==> src/rtl/phy_boot_pkg.sv <==
package phy_boot_pkg;
  typedef enum logic [2:0] {
    S_IDLE, S_HB_RD, S_HB_GAP, S_ST_RD, S_ST_GAP, S_RS_HI, S_RS_LO, S_RS_GAP
  } seq_state_e;

  typedef enum logic [1:0] {
    C_NONE = 2'd0, C_HB_TO = 2'd1, C_ST_TO = 2'd2, C_RD_ERR = 2'd3
  } fail_code_e;
endpackage

==> src/rtl/phy_boot_tick_cnt.sv <==
module phy_boot_tick_cnt #(
  parameter int W = 8
) (
  input  logic         clk_i,
  input  logic         rst_ni,
  input  logic         clr_i,
  input  logic         tick_i,
  output logic [W-1:0] cnt_o
);
  localparam logic [W-1:0] SAT = {W{1'b1}};

  always_ff @(posedge clk_i or negedge rst_ni) begin
    if (!rst_ni)                     cnt_o <= '0;
    else if (clr_i)                  cnt_o <= '0;
    else if (tick_i && cnt_o != SAT) cnt_o <= cnt_o + 1'b1;
  end
endmodule

==> src/rtl/phy_boot_hb_judge.sv <==
module phy_boot_hb_judge #(
  parameter int SW = 8
) (
  input  logic          clk_i,
  input  logic          rst_ni,
  input  logic          clr_i,
  input  logic          vld_i,
  input  logic [SW-1:0] sample_i,
  output logic          moved_o
);
  logic [SW-1:0] ref_q;
  logic          have_q;

  assign moved_o = vld_i && have_q && (sample_i != ref_q);

  always_ff @(posedge clk_i or negedge rst_ni) begin
    if (!rst_ni) begin
      ref_q  <= '0;
      have_q <= 1'b0;
    end else if (clr_i) begin
      have_q <= 1'b0;
    end else if (vld_i && !have_q && sample_i != '0) begin
      ref_q  <= sample_i;
      have_q <= 1'b1;
    end
  end
endmodule

==> src/rtl/phy_boot_req_mux.sv <==
module phy_boot_req_mux
  import phy_boot_pkg::*;
#(
  parameter int          DEV_W   = 5,
  parameter int          ADDR_W  = 16,
  parameter int          DATA_W  = 16,
  parameter int          FW_DEV  = 3,
  parameter int          HB_ADDR = 'hD7EE,
  parameter int          ST_ADDR = 'hD7FD,
  parameter int          RS_ADDR = 'hE854,
  parameter int          RS_ARM  = 'h00C0,
  parameter int          RS_RUN  = 'h0040
) (
  input  seq_state_e        state_i,
  output logic              req_o,
  output logic              we_o,
  output logic [DEV_W-1:0]  dev_o,
  output logic [ADDR_W-1:0] addr_o,
  output logic [DATA_W-1:0] wdata_o
);
  always_comb begin
    req_o   = 1'b0;
    we_o    = 1'b0;
    dev_o   = DEV_W'(FW_DEV);
    addr_o  = '0;
    wdata_o = '0;
    unique case (state_i)
      S_HB_RD: begin req_o = 1'b1; addr_o = ADDR_W'(HB_ADDR); end
      S_ST_RD: begin req_o = 1'b1; addr_o = ADDR_W'(ST_ADDR); end
      S_RS_HI: begin
        req_o = 1'b1; we_o = 1'b1;
        addr_o = ADDR_W'(RS_ADDR); wdata_o = DATA_W'(RS_ARM);
      end
      S_RS_LO: begin
        req_o = 1'b1; we_o = 1'b1;
        addr_o = ADDR_W'(RS_ADDR); wdata_o = DATA_W'(RS_RUN);
      end
      default: ;
    endcase
  end
endmodule

==> src/rtl/phy_boot_supervisor.sv <==
module phy_boot_supervisor
  import phy_boot_pkg::*;
#(
  parameter int DEV_W     = 5,
  parameter int ADDR_W    = 16,
  parameter int DATA_W    = 16,
  parameter int SAMPLE_W  = 8,
  parameter int HB_POLL   = 100,
  parameter int HB_LIMIT  = 5000,
  parameter int ST_POLL   = 100,
  parameter int ST_LIMIT  = 2500,
  parameter int RST_WAIT  = 50,
  parameter int ST_THRESH = 'h20,
  parameter int FW_DEV    = 3,
  parameter int HB_ADDR   = 'hD7EE,
  parameter int ST_ADDR   = 'hD7FD,
  parameter int RS_ADDR   = 'hE854
) (
  input  logic              clk_i,
  input  logic              rst_ni,
  input  logic              start_i,
  input  logic              tick_i,
  output logic              req_o,
  output logic              we_o,
  output logic [DEV_W-1:0]  dev_o,
  output logic [ADDR_W-1:0] addr_o,
  output logic [DATA_W-1:0] wdata_o,
  input  logic              ack_i,
  input  logic [DATA_W-1:0] rdata_i,
  input  logic              rerr_i,
  output logic              busy_o,
  output logic              done_o,
  output logic              err_o,
  output logic [1:0]        code_o
);
  localparam int LIM_A   = (HB_LIMIT > ST_LIMIT) ? HB_LIMIT : ST_LIMIT;
  localparam int LIM_MAX = (LIM_A > RST_WAIT) ? LIM_A : RST_WAIT;
  localparam int TW      = $clog2(LIM_MAX + 1) + 1;
  localparam logic [TW-1:0] HB_POLL_C  = TW'(HB_POLL);
  localparam logic [TW-1:0] HB_LIM_C   = TW'(HB_LIMIT);
  localparam logic [TW-1:0] ST_POLL_C  = TW'(ST_POLL);
  localparam logic [TW-1:0] ST_LIM_C   = TW'(ST_LIMIT);
  localparam logic [TW-1:0] RST_WAIT_C = TW'(RST_WAIT);
  localparam logic [SAMPLE_W-1:0] THRESH_C = SAMPLE_W'(ST_THRESH);

  seq_state_e state_q;
  logic       retry_q;
  logic [TW-1:0] el_cnt, gap_cnt;
  logic [SAMPLE_W-1:0] sample;
  logic rdata_unused;
  logic hb_ack, st_ack, hb_moved, hb_enter, el_clr;

  assign sample       = rdata_i[SAMPLE_W-1:0];
  assign rdata_unused = ^rdata_i[DATA_W-1:SAMPLE_W];
  assign hb_ack       = ack_i && state_q == S_HB_RD;
  assign st_ack       = ack_i && state_q == S_ST_RD;
  // entry into a heartbeat phase: fresh reference, fresh timer
  assign hb_enter     = (state_q == S_IDLE && start_i) ||
                        (state_q == S_RS_GAP && gap_cnt >= RST_WAIT_C);
  assign el_clr       = hb_enter || (hb_ack && !rerr_i && hb_moved);
  assign busy_o       = state_q != S_IDLE;

  phy_boot_tick_cnt #(.W(TW)) u_elapsed (
    .clk_i, .rst_ni, .clr_i(el_clr), .tick_i, .cnt_o(el_cnt)
  );

  phy_boot_tick_cnt #(.W(TW)) u_gap (
    .clk_i, .rst_ni, .clr_i(ack_i), .tick_i, .cnt_o(gap_cnt)
  );

  phy_boot_hb_judge #(.SW(SAMPLE_W)) u_hb (
    .clk_i, .rst_ni, .clr_i(hb_enter), .vld_i(hb_ack && !rerr_i),
    .sample_i(sample), .moved_o(hb_moved)
  );

  phy_boot_req_mux #(
    .DEV_W(DEV_W), .ADDR_W(ADDR_W), .DATA_W(DATA_W), .FW_DEV(FW_DEV),
    .HB_ADDR(HB_ADDR), .ST_ADDR(ST_ADDR), .RS_ADDR(RS_ADDR),
    .RS_ARM('h00C0), .RS_RUN('h0040)
  ) u_req (
    .state_i(state_q), .req_o, .we_o, .dev_o, .addr_o, .wdata_o
  );

  always_ff @(posedge clk_i or negedge rst_ni) begin
    if (!rst_ni) begin
      state_q <= S_IDLE;
      retry_q <= 1'b0;
      done_o  <= 1'b0;
      err_o   <= 1'b0;
      code_o  <= C_NONE;
    end else begin
      unique case (state_q)
        S_IDLE: if (start_i) begin
          state_q <= S_HB_RD;
          retry_q <= 1'b0;
          done_o  <= 1'b0;
          err_o   <= 1'b0;
          code_o  <= C_NONE;
        end
        S_HB_RD: if (ack_i) begin
          if (rerr_i) begin
            state_q <= S_IDLE; err_o <= 1'b1; code_o <= C_RD_ERR;
          end else if (hb_moved) begin
            state_q <= S_ST_RD;
          end else if (el_cnt >= HB_LIM_C) begin
            state_q <= S_IDLE; err_o <= 1'b1; code_o <= C_HB_TO;
          end else begin
            state_q <= S_HB_GAP;
          end
        end
        S_HB_GAP: if (gap_cnt >= HB_POLL_C) state_q <= S_HB_RD;
        S_ST_RD: if (st_ack) begin
          if (rerr_i) begin
            state_q <= S_IDLE; err_o <= 1'b1; code_o <= C_RD_ERR;
          end else if (sample >= THRESH_C) begin
            state_q <= S_IDLE; done_o <= 1'b1;
          end else if (el_cnt >= ST_LIM_C) begin
            if (!retry_q) begin
              state_q <= S_RS_HI; retry_q <= 1'b1;
            end else begin
              state_q <= S_IDLE; err_o <= 1'b1; code_o <= C_ST_TO;
            end
          end else begin
            state_q <= S_ST_GAP;
          end
        end
        S_ST_GAP: if (gap_cnt >= ST_POLL_C) state_q <= S_ST_RD;
        S_RS_HI:  if (ack_i) state_q <= S_RS_LO;
        S_RS_LO:  if (ack_i) state_q <= S_RS_GAP;
        S_RS_GAP: if (hb_enter) state_q <= S_HB_RD;
        default:  state_q <= S_IDLE;
      endcase
    end
  end
endmodule

==> config.mk <==
export PLATFORM = sky130hd
export DESIGN_NAME = phy_boot_supervisor
export DESIGN_NICKNAME = d
export VERILOG_FILES = /design/src/rtl/phy_boot_pkg.sv /design/src/rtl/phy_boot_tick_cnt.sv /design/src/rtl/phy_boot_hb_judge.sv /design/src/rtl/phy_boot_req_mux.sv /design/src/rtl/phy_boot_supervisor.sv
export SDC_FILE = /design/constraint.sdc
export NUM_CORES = 1
export LEC_CHECK = 0
export BUFFER_PORTS_ARGS = -buffer_cell sky130_fd_sc_hd__buf_2
export CAP_MARGIN = 20
export CORE_ASPECT_RATIO = 0.8
export CORE_MARGIN = 4
export CORE_UTILIZATION = 49
export DETAILED_ROUTE_END_ITERATION = 6
export PLACE_DENSITY = 0.75
export SLEW_MARGIN = 40
export SYNTH_ARGS = -nofsm -noshare
export SYNTH_HDL_FRONTEND = slang
export SYNTH_SLANG_ARGS = --single-unit
export TNS_END_PERCENT = 10
==> constraint.sdc <==
create_clock -name clk_i -period 1.7 [get_ports clk_i]
set_input_delay 0.425 -clock clk_i [delete_from_list [all_inputs] [get_ports clk_i]]
set_output_delay 0.425 -clock clk_i [all_outputs]
set_load 0.005 [all_outputs]
==> metrics.sh <==
MAX_CLOCK_FREQ_MHz=526.0
POST_ROUTE_CELLS_DRIVE_ABOVE_1_SHARE_PCT=40.20
WORST_SKEW_PAIR.LATE_LATENCY_NS=0.31
CTS_ROOT_BUFFER='sky130_fd_sc_hd__clkbuf_8'
STATUS='complete, but fails checks'
PORTION_OF_THE_POST_SYNTHESIS_AREA_USED_BY_SEQUENTIAL_ELEMENTS_PCT=38.09
INSTANCES_NO_FILL=484
CTS_BUFFER_DEPTH=2
WORST_SETUP_HOLD_PATH_CLK_SLEW_NS=0.09
SYNTH_ENABLE_FLOP_CELLS=0
CRIT_PATH_KIND='flop to output pin'
ROWS=25
CRIT_PATH_START='state_q[0]$_DFFE_PN0P_'
DIE_HEIGHT_UM=77.48
SYNTH_WARNINGS=0
POST-ROUTE-WORST-SETUP-SLACK_NS=-0.2013
ANTENNA_DIODE_COUNT=0
WORST_R2R_STARTPOINT='state_q[0]$_DFFE_PN0P_'
FIRST_ITERATION_DETAILED_ROUTING_DRC_COUNT=110
EFFECTIVE_UTILIZATION_AT_FLOORPLAN_PCT=50.28
ASYNC_RESET_FF_SHARE_PCT=100.0
MULTI_INPUT_AREA_MM2=0.001700
NUMCLOCKSINKS=45
FINCLKSKEW_NS=0.006062
FILLERINSTANCES=454
GRT_USE_TOTAL_PCT=19.09
GLOBAL_ROUTE.OVERFLOW_TOTAL=0
HTREE_LEVELS=2
GRT_SETUP_UNREPAIRED='yes'
TIMING.REG2REG.WORST_PATH_DEPTH=9
ROUTE.DETAILED.WL_PER_INST_UM=14.32
SETUP-VIOLATIONS-FINAL=48
SYNTH_CELL_TYPES=59
SETUP.WORST_PATH.END_CLASS='output pin'
VIAS_PER_CELL=5.186
POST_CTS_HOLD_BUFFER_COUNT=0
VIA_COUNT=2510
DRT-TOTAL-WL_UM=6930
POST_ROUTE_DRC_VIOLATION_COUNT=0
PLACE_CONGESTION=0.8935
IR_WORST_VDD_mV=0.5895
ARRIVAL_NS=1.48
CRIT_REQUIRED_NS=1.27
POST-DP-HPWL_UM=4727
SETUP_TOTAL_NEGATIVE_SLACK_NS=-4.247
GRT_PASS1_VIAS=2393
IO_BUFFERS=38
ROUTE.ANTENNA.REMAINING_NETS=0
FINAL_NET_COUNT=428
GRT_MAX_DEGREE=46
TRITONCTS_CLOCK_TREE='built'
TIMING_MAX_TRANSITION_VIOLATIONS_FINAL=0
WORSTHOLDPATHTYPE='input port to async pin'
DRT-PASS1-ITER-COUNT=4
FINAL_MIN_PERIOD_OVER_CLOCK_PERIOD_PCT=111.8
IO-PIN-COUNT=66
SYN_INST_COUNT=316
REGTOREGENDPOINT='state_q[2]$_DFFE_PN0P_'
CELL_AREA_AFTER_SYNTHESIS_MM2=0.002957
GRT_PASS1_WL_UM=11070
CORE_AREA_MM2=0.005881
FF_LATCH_AREA_MM2=0.001129
R2R_SETUP_SLACK_NS=-0.13
P_PER_AREA_mW_PER_MM2=677.8
FAILED_CHECKS='setup timing'
DIEWIDTH_UM=94.85
CP_MAX_FO=4
POST_SYN_AREA_PER_CELL_UM2=9.356
GRT_ANTENNA_BEFORE_REPAIR=0
LAYOUT-AREA-OVERHEAD-VS-SYNTH_PCT=31.27
FINALHOLDVIOLCOUNT=0
FLOORPLAN.DIE_AREA_MM2=0.007348
CRITICAL_PATH_STARTPOINT_CATEGORY='flop'
CTS_MADE_BUFFERS=5
LEAKAGE_POWER_nW=1.893
MAXCAPVIOLATIONS=0
POST-ROUTE-MIN-PERIOD_NS=1.901
YS_DOMINANT_REG_CELL='sky130_fd_sc_hd__dfrtp_1'
DPL.CELL_COUNT=467
SYNTH-SEQ-CELLS=45
[what timing repair did]
action                     in CTS  in global routing
resized for setup              25                 28
buffers inserted                8                  1
setup endpoints to repair      50                 59
pin swaps                      18                  5
[cell usage in the layout, fill, tap and decap left out, types with 5 or more instances in the layout]
master                     synthesis  layout
sky130_fd_sc_hd__and3_1            7       7
sky130_fd_sc_hd__nand3_1          14      13
sky130_fd_sc_hd__nand4_1           7       7
sky130_fd_sc_hd__mux2_2            6       6
sky130_fd_sc_hd__conb_1            2      19
sky130_fd_sc_hd__xor2_1           23      21
sky130_fd_sc_hd__buf_6             0      13
sky130_fd_sc_hd__nor2_2            1       5
sky130_fd_sc_hd__nand2_1          15      13
sky130_fd_sc_hd__buf_2             3      34
sky130_fd_sc_hd__o211ai_1          8       8
sky130_fd_sc_hd__dfrtp_1          45      43
sky130_fd_sc_hd__clkbuf_8          2       6
sky130_fd_sc_hd__inv_1            17      14
sky130_fd_sc_hd__nor2_1           33      27
sky130_fd_sc_hd__a21oi_1          12       9
sky130_fd_sc_hd__nor3_1            7       6
sky130_fd_sc_hd__xnor2_1          12      12
sky130_fd_sc_hd__buf_4            31      57
sky130_fd_sc_hd__nor4_1            8       6
[critical path, cell delays in order, from the launching register on]
cell and delay, ns:
sky130_fd_sc_hd__dfrtp_2 0.45, sky130_fd_sc_hd__buf_6 0.15, sky130_fd_sc_hd__xor2_4 0.18, sky130_fd_sc_hd__a21oi_2 0.19, sky130_fd_sc_hd__inv_2 0.07, sky130_fd_sc_hd__buf_2 0.13
[state kept, by name, summed over array words and instances (netlist names)]
register and cells:
u_elapsed.cnt_o 14, u_gap.cnt_o 14, u_hb.ref_q 8, state_q 3
code_o 2, done_o 1, err_o 1, retry_q 1
u_hb.have_q 1
[cell families (layout without fill, tap and decap cells)]
family | count (synthesis) | in the layout | synth area share [%]
AND/OR/NAND/NOR | 115 | 115 | 21.63
buffers and inverters | 60 | 130 | 12.40
flip-flops | 45 | 45 | 38.09
AO/OA/AOI/OAI | 43 | 43 | 11.00
XOR/XNOR | 35 | 35 | 10.37
multiplexers | 12 | 12 | 4.570
adder cells (fa/ha/maj) | 4 | 4 | 1.693
other | 2 | 19 | 0.2540
[layer usage]
layer / wire length [um] / track usage [%] / vias up
li1: - / - / 1217
met1: 3170 / 25.88 / 1217
met2: 3344 / 30.68 / 67
met3: 315 / 3.488 / 9
met4: 99 / 6.340 / 0
met5: 0 / 0 / -
[per-stage QoR]
step	utilization [%]	worst slack [ns]	hold WS, ns	power [W]	instance area, um2
6_report	66.00	-0.2013	0.07979	0.002631	3881
5_1_grt	66.00	-0.2737	0.09742	0.002766	3881
4_1_cts	63.85	-0.1650	0.08930	0.002638	3755
3_5_place_dp	58.89	-0.3526	0.4239	0.001727	3463
3_3_place_gp	58.89	-0.2938	0.4266	0.001705	3463
2_1_floorplan	-	-0.1330	0.1294	0.001517	3029
[Yosys cell counts (all sizes together) (3+ instances only)]
| master | n | area share (%) |
|---|---|---|
| clkbuf | 9 | 1.9 |
| o21ai | 7 | 1.2 |
| inv | 17 | 2.2 |
| a21oi | 13 | 2.3 |
| nor4 | 9 | 2.1 |
| nand3 | 15 | 2.7 |
| xnor2 | 12 | 3.6 |
| nor3 | 8 | 1.7 |
| mux2i | 3 | 1.0 |
| mux2 | 9 | 3.6 |
| buf | 34 | 8.4 |
| nor2 | 34 | 4.4 |
| xor2 | 23 | 6.8 |
| nor4b | 3 | 1.1 |
| and3 | 8 | 1.7 |
| ha | 4 | 1.7 |
| o211ai | 8 | 2.0 |
| nand2 | 16 | 2.1 |
| nand4 | 7 | 1.5 |
| dfrtp | 45 | 38 |
| and4 | 5 | 1.5 |
[report_power, final]
part	switching [W]	internal, W
Combinational	0.000302	0.000260
Sequential	0.0000574	0.00115
Clock	0.000384	0.000478
Total	0.000743	0.00189
[worst max path at each step]
stage               slack (ns)                             end  cells past startpoint
floorplan                -0.13               err_o$_DFFE_PN0P_                      6
global placement         -0.29  u_elapsed.cnt_o[1]$_DFFE_PN0P_                      8
detailed placement       -0.35  u_elapsed.cnt_o[5]$_DFFE_PN0P_                      8
CTS                      -0.17                      addr_o[15]                      5
global route             -0.27           code_o[1]$_DFFE_PN0P_                      7
finish                   -0.20                       addr_o[6]                      5
[layout make-up]
class	count	area share (%)
sequential	45	29.08
clock buffer	6	2.128
tap	81	2.611
multi-input combinational	228	43.81
inverter	17	1.709
clock inverter	2	0.9671
timing repair buffer	105	19.70
Note: power is estimated with default switching activity, not from simulation.
